**src/rtl/mpc_pkg.sv**
```systemverilog
package mpc_pkg;

    localparam int ADDR_W = 32;
    localparam int LG_W   = 6;
    localparam int MIN_LG = 5;
    localparam int SUB_N  = 8;
    localparam int SUB_W  = 3;
    localparam int PERM_W = 3;

    typedef enum logic [1:0] {
        ACC_READ  = 2'b00,
        ACC_WRITE = 2'b01,
        ACC_EXEC  = 2'b10,
        ACC_EXEC2 = 2'b11
    } acc_kind_e;

    typedef struct packed {
        logic [ADDR_W-1:0] base;
        logic [LG_W-1:0]   lg;
        logic              on;
        logic [SUB_N-1:0]  sub_off;
        logic [PERM_W-1:0] perm;
        logic              xn;
    } region_cfg_t;

    typedef struct packed {
        logic permit;
        logic hit;
    } verdict_t;

    function automatic logic [LG_W-1:0] clamp_lg(input logic [LG_W-1:0] v);
        if (v < LG_W'(MIN_LG))
            return LG_W'(MIN_LG);
        else if (v > LG_W'(ADDR_W))
            return LG_W'(ADDR_W);
        else
            return v;
    endfunction

    function automatic logic may_read(input logic [PERM_W-1:0] perm, input logic priv);
        case (perm)
            3'b001, 3'b101:         return priv;
            3'b010, 3'b011, 3'b110: return 1'b1;
            default:                return 1'b0;
        endcase
    endfunction

    function automatic logic may_write(input logic [PERM_W-1:0] perm, input logic priv);
        case (perm)
            3'b001, 3'b010: return priv;
            3'b011:         return 1'b1;
            default:        return 1'b0;
        endcase
    endfunction

endpackage

```
**src/rtl/mpc_cfg_bank.sv**
```systemverilog
module mpc_cfg_bank
    import mpc_pkg::*;
#(
    parameter int NUM_REGIONS = 8,
    localparam int IDX_W = $clog2(NUM_REGIONS)
) (
    input  logic                          clk,
    input  logic                          rst,
    input  logic                          wr_en,
    input  logic [IDX_W-1:0]              wr_idx,
    input  region_cfg_t                   wr_cfg,
    input  logic                          ctl_we,
    input  logic                          ctl_guard_en,
    input  logic                          ctl_bg_en,
    output region_cfg_t [NUM_REGIONS-1:0] cfg_vec,
    output logic                          guard_en,
    output logic                          bg_en
);

    region_cfg_t wr_clean;

    always_comb begin
        wr_clean    = wr_cfg;
        wr_clean.lg = clamp_lg(wr_cfg.lg);
    end

    for (genvar r = 0; r < NUM_REGIONS; r++) begin : g_slot
        always_ff @(posedge clk) begin
            if (rst) begin
                cfg_vec[r] <= '0;
            end else if (wr_en && (wr_idx == IDX_W'(r))) begin
                cfg_vec[r] <= wr_clean;
            end
        end
    end

    always_ff @(posedge clk) begin
        if (rst) begin
            guard_en <= 1'b0;
            bg_en    <= 1'b0;
        end else if (ctl_we) begin
            guard_en <= ctl_guard_en;
            bg_en    <= ctl_bg_en;
        end
    end

endmodule

```
**src/rtl/mpc_region_match.sv**
```systemverilog
module mpc_region_match
    import mpc_pkg::*;
(
    input  region_cfg_t       cfg,
    input  logic [ADDR_W-1:0] addr,
    input  logic [1:0]        kind,
    input  logic              priv,
    output logic              hit,
    output logic              allow
);

    logic [ADDR_W:0]   low_mask_w;
    logic [ADDR_W-1:0] keep_mask;
    logic              in_span;
    logic [LG_W-1:0]   sub_shift;
    logic [ADDR_W-1:0] shifted;
    logic [SUB_W-1:0]  sub_idx;
    logic              rd_ok;
    logic              wr_ok;

    always_comb begin
        low_mask_w = ((ADDR_W+1)'(1) << cfg.lg) - (ADDR_W+1)'(1);
        keep_mask  = ~low_mask_w[ADDR_W-1:0];
        in_span    = ((addr ^ cfg.base) & keep_mask) == '0;
        sub_shift  = cfg.lg - LG_W'(SUB_W);
        shifted    = addr >> sub_shift;
        sub_idx    = shifted[SUB_W-1:0];
        hit        = cfg.on && in_span && !cfg.sub_off[sub_idx];
    end

    always_comb begin
        rd_ok = may_read(cfg.perm, priv);
        wr_ok = may_write(cfg.perm, priv);
        case (acc_kind_e'(kind))
            ACC_READ:  allow = rd_ok;
            ACC_WRITE: allow = wr_ok;
            default:   allow = rd_ok && !cfg.xn;
        endcase
    end

endmodule

```
**src/rtl/mpc_pick.sv**
```systemverilog
module mpc_pick #(
    parameter int NUM_REGIONS = 8,
    localparam int IDX_W = $clog2(NUM_REGIONS)
) (
    input  logic [NUM_REGIONS-1:0] hit_vec,
    output logic                   found,
    output logic [IDX_W-1:0]       idx
);

    always_comb begin
        found = 1'b0;
        idx   = '0;
        for (int r = 0; r < NUM_REGIONS; r++) begin
            if (hit_vec[r]) begin
                found = 1'b1;
                idx   = IDX_W'(r);
            end
        end
    end

endmodule

```
**src/rtl/mem_region_guard.sv**
```systemverilog
module mem_region_guard
    import mpc_pkg::*;
#(
    parameter int NUM_REGIONS = 8,
    localparam int IDX_W = $clog2(NUM_REGIONS)
) (
    input  logic              clk,
    input  logic              rst,
    input  logic              cfg_we,
    input  logic [IDX_W-1:0]  cfg_idx,
    input  logic [31:0]       cfg_base,
    input  logic [5:0]        cfg_size_lg,
    input  logic              cfg_on,
    input  logic [7:0]        cfg_sub_off,
    input  logic [2:0]        cfg_perm,
    input  logic              cfg_xn,
    input  logic              ctl_we,
    input  logic              ctl_guard_en,
    input  logic              ctl_bg_en,
    input  logic              acc_valid,
    input  logic [31:0]       acc_addr,
    input  logic [1:0]        acc_kind,
    input  logic              acc_priv,
    output logic              res_valid,
    output logic              res_permit,
    output logic              res_fault,
    output logic              res_hit,
    output logic [IDX_W-1:0]  res_region
);

    region_cfg_t                   wr_cfg;
    region_cfg_t [NUM_REGIONS-1:0] cfg_vec;
    logic                          guard_en_q;
    logic                          bg_en_q;
    logic [NUM_REGIONS-1:0]        hit_vec;
    logic [NUM_REGIONS-1:0]        allow_vec;
    logic                          any_hit;
    logic [IDX_W-1:0]              win_idx;
    verdict_t                      verdict;

    always_comb begin
        wr_cfg.base    = cfg_base;
        wr_cfg.lg      = cfg_size_lg;
        wr_cfg.on      = cfg_on;
        wr_cfg.sub_off = cfg_sub_off;
        wr_cfg.perm    = cfg_perm;
        wr_cfg.xn      = cfg_xn;
    end

    mpc_cfg_bank #(.NUM_REGIONS(NUM_REGIONS)) bank_i (
        .clk          (clk),
        .rst          (rst),
        .wr_en        (cfg_we),
        .wr_idx       (cfg_idx),
        .wr_cfg       (wr_cfg),
        .ctl_we       (ctl_we),
        .ctl_guard_en (ctl_guard_en),
        .ctl_bg_en    (ctl_bg_en),
        .cfg_vec      (cfg_vec),
        .guard_en     (guard_en_q),
        .bg_en        (bg_en_q)
    );

    for (genvar r = 0; r < NUM_REGIONS; r++) begin : g_cmp
        mpc_region_match match_i (
            .cfg   (cfg_vec[r]),
            .addr  (acc_addr),
            .kind  (acc_kind),
            .priv  (acc_priv),
            .hit   (hit_vec[r]),
            .allow (allow_vec[r])
        );
    end

    mpc_pick #(.NUM_REGIONS(NUM_REGIONS)) pick_i (
        .hit_vec (hit_vec),
        .found   (any_hit),
        .idx     (win_idx)
    );

    always_comb begin
        if (!guard_en_q) begin
            verdict.permit = 1'b1;
            verdict.hit    = 1'b0;
        end else if (any_hit) begin
            verdict.permit = allow_vec[win_idx];
            verdict.hit    = 1'b1;
        end else begin
            verdict.permit = bg_en_q && acc_priv;
            verdict.hit    = 1'b0;
        end
    end

    always_ff @(posedge clk) begin
        if (rst) begin
            res_valid  <= 1'b0;
            res_permit <= 1'b0;
            res_fault  <= 1'b0;
            res_hit    <= 1'b0;
            res_region <= '0;
        end else begin
            res_valid  <= acc_valid;
            res_permit <= acc_valid && verdict.permit;
            res_fault  <= acc_valid && !verdict.permit;
            res_hit    <= acc_valid && verdict.hit;
            res_region <= (acc_valid && verdict.hit) ? win_idx : '0;
        end
    end


    strobe_follow_chk: assert property (@(posedge clk) disable iff (rst)
        acc_valid |=> res_valid);


    idle_follow_chk: assert property (@(posedge clk) disable iff (rst)
        !acc_valid |=> !res_valid);


    idle_quiet_chk: assert property (@(posedge clk) disable iff (rst)
        !res_valid |-> (!res_permit && !res_fault && !res_hit && res_region == '0));


    one_answer_chk: assert property (@(posedge clk) disable iff (rst)
        res_valid |-> $countones({res_permit, res_fault}) == 1);


    guard_off_chk: assert property (@(posedge clk) disable iff (rst)
        (acc_valid && !guard_en_q) |=> (res_permit && !res_hit));


    no_region_chk: assert property (@(posedge clk) disable iff (rst)
        (acc_valid && guard_en_q && !any_hit && !(bg_en_q && acc_priv)) |=> res_fault);


    pick_top_chk: assert property (@(posedge clk) disable iff (rst)
        (any_hit && hit_vec[NUM_REGIONS-1]) |-> (win_idx == IDX_W'(NUM_REGIONS-1)));

endmodule

```
**config.mk**
```make
export PLATFORM = sky130hd
export DESIGN_NAME = mem_region_guard
export DESIGN_NICKNAME = d
export VERILOG_FILES = /design/src/rtl/mpc_pkg.sv /design/src/rtl/mpc_cfg_bank.sv /design/src/rtl/mpc_region_match.sv /design/src/rtl/mpc_pick.sv /design/src/rtl/mem_region_guard.sv
export SDC_FILE = /design/constraint.sdc
export NUM_CORES = 2
export LEC_CHECK = 0
export BUFFER_PORTS_ARGS = -buffer_cell sky130_fd_sc_hd__clkbuf_2
export CORE_UTILIZATION = 35
export CTS_CLUSTER_SIZE = 40
export DETAILED_ROUTE_END_ITERATION = 10
export PLACE_DENSITY_LB_ADDON = 0.08
export SLEW_MARGIN = 15
export SYNTH_ARGS = -nofsm -noshare
export SYNTH_HDL_FRONTEND = slang
export SYNTH_SLANG_ARGS = --single-unit
```
**constraint.sdc**
```tcl
create_clock -name clk -period 6.1 [get_ports clk]
set_input_delay 0.61 -clock clk [delete_from_list [all_inputs] [get_ports clk]]
set_output_delay 0.61 -clock clk [all_outputs]
set_load 0.02 [all_outputs]
```
-- Word-level counts from Yosys, hierarchy flattened
Index checks and enable logic that the tools add are counted.
W data, S select, Z words.
- bitwise gates (word level): 25
- eq/ne operators: 48
- reductions and logical operators: 88
- shift operators: 16
- order comparisons: 11
- add/sub/neg operators: 16
- mux-type cells: 61
- operators with widths (kind ; count):
    $and A32 B32 Y32 ; 8
    $logic_not A32 Y1 ; 8
    $not A32 Y32 ; 8
    $shl A1 B6 Y32 const A ; 8
    $shr A32 B6 Y3 ; 8
    $sub A32 B2 Y32 const B ; 8
    $xor A32 B32 Y32 ; 8
    $eq A3 B3 Y1 const B ; 20
    $eq A3 B2 Y1 const B ; 18
    $pmux W1 S2 ; 24
    $sub A6 B2 Y6 const B ; 8
    $logic_and A1 B1 Y1 ; 36
    $lt A3 B4 Y1 const B ; 9
    $reduce_or A2 Y1 ; 17
    $bmux W1 S3 ; 9
    $eq A3 B1 Y1 const B ; 9
    $reduce_or A3 Y1 ; 8
    $mux W1 ; 18
    $logic_not A1 Y1 ; 17
    $mux W3 ; 4
    $mux W6 ; 2
    $mux W2 ; 4
    $gt A6 B6 Y1 const B ; 1
    $lt A6 B3 Y1 const B ; 1
    other kinds (4) ; 4
- input port bits: 96
- logic and storage cells: 320
- bits in registers: 417
- output and inout port bits: 7

-- Longest topological paths before layout
- depth after elaboration: 21
- gate-level depth with buffers: 20
- mapped depth without buffers: 17

-- Hierarchy
A second synthesis with hierarchy kept.
- cells, all modules: 4641
- area, all modules: 36480.0 µm²
- by module, submodules not included (module ; seq. area each (µm²) ; instances ; area each (µm²) ; cells each):
    mpc_cfg_bank ; 8207.9 ; 1 ; 14505.2 ; 1832
    mpc_region_match (g_cmp[4].match_i ...) ; 0.0 ; 4 ; 2668.8 ; 348
    mpc_region_match (g_cmp[0].match_i ...) ; 0.0 ; 3 ; 2761.4 ; 348
    mpc_region_match (g_cmp[3].match_i) ; 0.0 ; 1 ; 2670.1 ; 336
    mem_region_guard ; 140.1 ; 1 ; 287.8 ; 25
    mpc_pick ; 0.0 ; 1 ; 57.6 ; 12

-- Worst setup path after synthesis
OpenSTA, ideal clock, no wires.
- kind: register to register
- start point: reg bank_i.cfg_vec[321] (netlist name)
- end point: reg res_fault
- data arrival time: 5.095 ns
- setup time: 0.122 ns
- stages on the path, launching flop included: 19
- data required time: 5.978 ns
- path slack: 0.883 ns
- path buffers: 5
- period minus slack after synthesis: 5.217 ns
- cells stage by stage: dfxtp_1 buf_6 clkbuf_1 inv_1 ha_1 clkbuf_1 buf_2 mux2_2 mux4_2 mux4_2 nand2_1 mux2_2 o2111ai_1 or4b_1 buf_2 and2_4 a211oi_2 mux2_2 o311a_1
- cells in the longest elaborated chain, start to end: 15
- elaborated cells on any way between the ends: 22
- those cells by class: add/sub: 2; shift: 2; mux: 10; bitwise: 2; reduce/logical: 6
- RTL lines (item ; RTL line ; RTL):
    parallel branches: the longest is 6 deep, another holds $sub A6 B2 Y6 ; - ;
    $logic_and A1 B1 Y1 (*) ; mpc_region_match.sv:28 ; hit = cfg.on && in_span && !cfg.sub_off[sub_idx];
    $mux W3 (2 in a row) ; mpc_pick.sv:14 ; if (hit_vec[r]) begin
    $bmux W1 S3 ; mem_region_guard.sv:86 ; verdict.permit = allow_vec[win_idx];
    $mux W1 (not written as such) ; mem_region_guard.sv:86 ;
    $mux W2 (*) ; mem_region_guard.sv:85 ; end else if (any_hit) begin
    $mux W2 (*) ; mem_region_guard.sv:82 ; if (!guard_en_q) begin
    $logic_not A1 Y1 (*) ; mem_region_guard.sv:104 ; res_fault <= acc_valid && !verdict.permit;
    $logic_and A1 B1 Y1 (*) ; mem_region_guard.sv:104 ;
    end signal: assignment ; mem_region_guard.sv:104 ;
    end: declaration ; mem_region_guard.sv:26 ; output logic res_fault,
Every way passes the cells marked *. The select of a mux whose other input is x is not followed.
A chain may end at the register's enable or synchronous reset.

-- Worst setup path in the final report
- start point: reg bank_i.cfg_vec[115] (netlist name)
- end point: reg res_fault
- cells in the longest elaborated chain, start to end: 19
- elaborated cells on any way between the ends: 30
- those cells by class: add/sub: 2; shift: 2; mux: 18; bitwise: 2; reduce/logical: 6
- RTL lines (item ; RTL line):
    parallel branches: the longest is 6 deep, another holds $sub A6 B2 Y6 ; -
    $logic_and A1 B1 Y1 (*) ; mpc_region_match.sv:28
    $mux W2 (2 in a row) ; mpc_pick.sv:14
    $mux W3 (4 in a row) ; mpc_pick.sv:14
    $bmux W1 S3 ; mem_region_guard.sv:86
    $mux W1 (not written as such) ; mem_region_guard.sv:86
    $mux W2 (*) ; mem_region_guard.sv:85
    $mux W2 (*) ; mem_region_guard.sv:82
    $logic_not A1 Y1 (*) ; mem_region_guard.sv:104
    $logic_and A1 B1 Y1 (*) ; mem_region_guard.sv:104
Marks and branches as above.

==> flow_summary.json <==
{
  "run_status": "completed",
  "critical_path_data_arrival_time_ns": 6.08,
  "most_frequent_cells_in_the_layout": "1061 x sky130_fd_sc_hd__nand2_1, 523 x sky130_fd_sc_hd__a21oi_1, 417 x sky130_fd_sc_hd__dfxtp_1, 202 x sky130_fd_sc_hd__xnor2_1, 177 x sky130_fd_sc_hd__nor2_1",
  "cts_hold_buf": 0,
  "initial_utilization": 0.355,
  "synth.distinct_cells": 101,
  "floorplan.die_area_um2": 101000,
  "cts_max_path_buffers": 3,
  "number_of_storage_elements_in_the_synthesis_netlist": 417,
  "final.period_utilization": 0.907,
  "tritoncts": "done",
  "critical_path_peak_fanout": 14,
  "worst_r2r_path_depth": 15,
  "ys.flop_type": "sky130_fd_sc_hd__dfxtp_1",
  "postRouteWirelength_mm": 170,
  "grt_pass1_vias": 33482,
  "critical_path_start_end_classification": "register to register",
  "min_delay_worst_endpoint": "bank_i.bg_en",
  "slew_violations": 0,
  "power.density_cell_area_nw_per_um2": 206,
  "grt_antenna_before_repair": 7,
  "max_freq_mhz": 181,
  "drive_gt1_frac": 0.140,
  "utilization": 0.391,
  "yosysSeqAreaShare": 0.238,
  "routed_via_density": 6.22,
  "synth_cells": 4667,
  "clock-root-buffer": "sky130_fd_sc_hd__clkbuf_16",
  "most_common_library_cell_in_the_layout_ignoring_fill_and_taps": "sky130_fd_sc_hd__nand2_1",
  "max_cap_violations": 0,
  "route.antenna.remaining_nets": 0,
  "tns_setup_ns": 0,
  "capture_point_of_the_worst_reg_to_reg_path": "res_fault",
  "ir_drop_mv": 0.195,
  "post_cts_setup_buffer_count": 0,
  "grt_first_pass_wirelength_mm": 245,
  "final.setup.worst_slack_ns": 0.565,
  "wl_per_cell_um": 29.1,
  "placed_instance_count": 5742,
  "multiInputGateArea_um2": 24700,
  "cts_buf_count": 54,
  "setup.reg_to_reg.worst_slack_ns": 0.57,
  "layout.cells.non_filler": 5851,
  "gp_congestion": 0.973,
  "max_slew.worst_pin.slew_ns": 1.11,
  "cellLeakagePower_nw": 13.2,
  "drt_pass1_iterations": 7,
  "core_region_area_um2": 98700,
  "vias": 36414,
  "largest_net_degree_at_the_start_of_global_routing": 170,
  "total_power_mw": 7.94,
  "netlist.area_leader.share": 0.238,
  "final.fill_count": 10427,
  "syn_area_per_cell_um2": 7.51,
  "critical_path.startpoint_type": "register",
  "min-delay-start": "ctl_bg_en",
  "syn2layout_area_growth_pct": 10.2,
  "finalHoldViolCount": 0,
  "minimum_clock_period_ns": 5.53,
  "num_rows": 115,
  "ctsResizeCount": 0,
  "port_buffers": 102,
  "dpl_cell_area_um2": 36600,
  "clk_transition_reported_paths_ns": 0.06,
  "syn-cell-area_um2": 35000,
  "unrepaired_setup_endpoints_after_global_routing": "no",
  "ys_top_cells_by_area": "sky130_fd_sc_hd__dfxtp_1 24%, sky130_fd_sc_hd__nand2_1 11%, sky130_fd_sc_hd__mux4_2 9.5%, sky130_fd_sc_hd__a21oi_1 7.5%, sky130_fd_sc_hd__xnor2_1 5.0%",
  "hold-worst-slack_ns": 0.192,
  "timing.final.setup_violations": 0,
  "chip_height_um": 318,
  "skew_ns": 0.0295,
  "global_route_usage_over_all_layers": 0.325,
  "h-tree-depth": 2,
  "worstHoldPathCells": 3,
  "worstPathRequired_ns": 6.65,
  "setup_slack_after_placement_ns": 0.654,
  "syn_nets": 4819,
  "top_level_ports": 103,
  "post-route-drc-count": 0,
  "final-seq-area_um2": 8350,
  "synth_enable_flop_cells": 0,
  "rr_startpoint": "bank_i.cfg_vec[115]",
  "grt.overflow.total": 0,
  "yosys_warnings": 0,
  "cts_sinks": 417,
  "hpwlAfterDp_mm": 111,
  "layout.cell_area.non_filler_um2": 38600,
  "fin_nets": 4663,
  "endpoint_kind": "register",
  "hold_path_class": "input port to register",
  "clock_latency_of_the_later_clocked_register_in_the_worst_skew_pair_ns": 0.66,
  "slew_headroom": 0.255,
  "async_reset_ff_frac": 0,
  "die_w_um": 318,
  "synthDominantAreaCellType": "sky130_fd_sc_hd__dfxtp_1",
  "initialDrtViolationCount": 4587
}
==> critical path: stages (launching register included) <==
cell and delay [ns]:
sky130_fd_sc_hd__dfxtp_1 0.33, sky130_fd_sc_hd__clkinv_1 0.24, sky130_fd_sc_hd__ha_1 0.50, sky130_fd_sc_hd__o31ai_1 0.54, sky130_fd_sc_hd__a21boi_1 0.12, sky130_fd_sc_hd__or4_1 0.71, sky130_fd_sc_hd__a311oi_1 0.39, sky130_fd_sc_hd__xnor2_1 0.11
sky130_fd_sc_hd__a2111oi_0 0.47, sky130_fd_sc_hd__nand4_1 0.26, sky130_fd_sc_hd__a211oi_1 0.34, sky130_fd_sc_hd__buf_4 0.23, sky130_fd_sc_hd__o21ai_0 0.14, sky130_fd_sc_hd__a211oi_2 0.29, sky130_fd_sc_hd__mux2_2 0.38, sky130_fd_sc_hd__o311a_1 0.35
==> area by class of cell <==
class / instances / area share
multi-input combinational: 3715 / 0.638
sequential: 417 / 0.216
clock inverter: 24 / 0.00862
inverter: 57 / 0.00554
timing repair buffer: 266 / 0.0467
clock buffer: 77 / 0.0423
antenna: 8 / 0.000518
tap: 1287 / 0.0417
==> synth_stat cells (24+ instances only) <==
cell type,number
sky130_fd_sc_hd__nand3_1,135
sky130_fd_sc_hd__mux2i_1,138
sky130_fd_sc_hd__o211ai_1,36
sky130_fd_sc_hd__mux2_2,44
sky130_fd_sc_hd__ha_1,56
sky130_fd_sc_hd__buf_2,39
sky130_fd_sc_hd__nand4_1,43
sky130_fd_sc_hd__clkbuf_1,334
sky130_fd_sc_hd__xnor2_1,202
sky130_fd_sc_hd__nand2_1,1064
sky130_fd_sc_hd__nand2b_1,37
sky130_fd_sc_hd__nor3_1,89
sky130_fd_sc_hd__clkbuf_2,48
sky130_fd_sc_hd__buf_1,56
sky130_fd_sc_hd__nor4_1,24
sky130_fd_sc_hd__o21ai_0,133
sky130_fd_sc_hd__nor3b_1,30
sky130_fd_sc_hd__a31oi_1,44
sky130_fd_sc_hd__mux4_2,148
sky130_fd_sc_hd__xor2_1,158
sky130_fd_sc_hd__and3_1,26
sky130_fd_sc_hd__or3_1,35
sky130_fd_sc_hd__inv_1,53
sky130_fd_sc_hd__a21oi_1,523
sky130_fd_sc_hd__a2111oi_0,26
sky130_fd_sc_hd__a211oi_1,50
sky130_fd_sc_hd__nor2b_1,50
sky130_fd_sc_hd__dfxtp_1,417
sky130_fd_sc_hd__nor2_1,184
==> where the power goes <==
part	leakage, nW	internal (mW)	total (mW)	switching (mW)
Clock	0.973	2.19	3.60	1.41
Combinational	8.85	0.499	1.51	1.01
Sequential	3.37	2.78	2.83	0.0473
Total	13.2	5.47	7.94	2.47
==> metal layers <==
metal | track usage | vias to the layer above | part of all wire
met2 | 0.476 | 1922 | 0.42
met5 | 0 | - | 0
li1 | - | 16278 | -
met3 | 0.0680 | 292 | 0.10
met1 | 0.472 | 17922 | 0.45
met4 | 0.100 | 0 | 0.032
==> registers in the layout, summed over array words and instances (netlist names) <==
name	count
bank_i.bg_en	1
bank_i.cfg_vec	408
bank_i.guard_en	1
res_fault	1
res_hit	1
res_permit	1
res_region	3
res_valid	1
==> worst max path at each step <==
| stage | from | endpoint | depth (start not counted) |
|---|---|---|---|
| finish | bank_i.cfg_vec[115] | res_fault | 15 |
| global route | bank_i.cfg_vec[268] | res_fault | 17 |
| CTS | bank_i.cfg_vec[320] | res_fault | 14 |
| detailed placement | bank_i.cfg_vec[268] | res_fault | 15 |
| global placement | bank_i.cfg_vec[320] | res_fault | 14 |
| floorplan | bank_i.cfg_vec[321] | res_fault | 18 |
==> kinds of logic after synthesis <==
group,Yosys count,synth area share
flip-flops,417,0.238
buffers and inverters,535,0.0606
AND/OR/NAND/NOR,1866,0.245
multiplexers,330,0.149
adder cells (fa/ha/maj),56,0.0200
AO/OA/AOI/OAI,1102,0.197
XOR/XNOR,361,0.0905
Note: power is estimated with default switching activity, not from simulation.
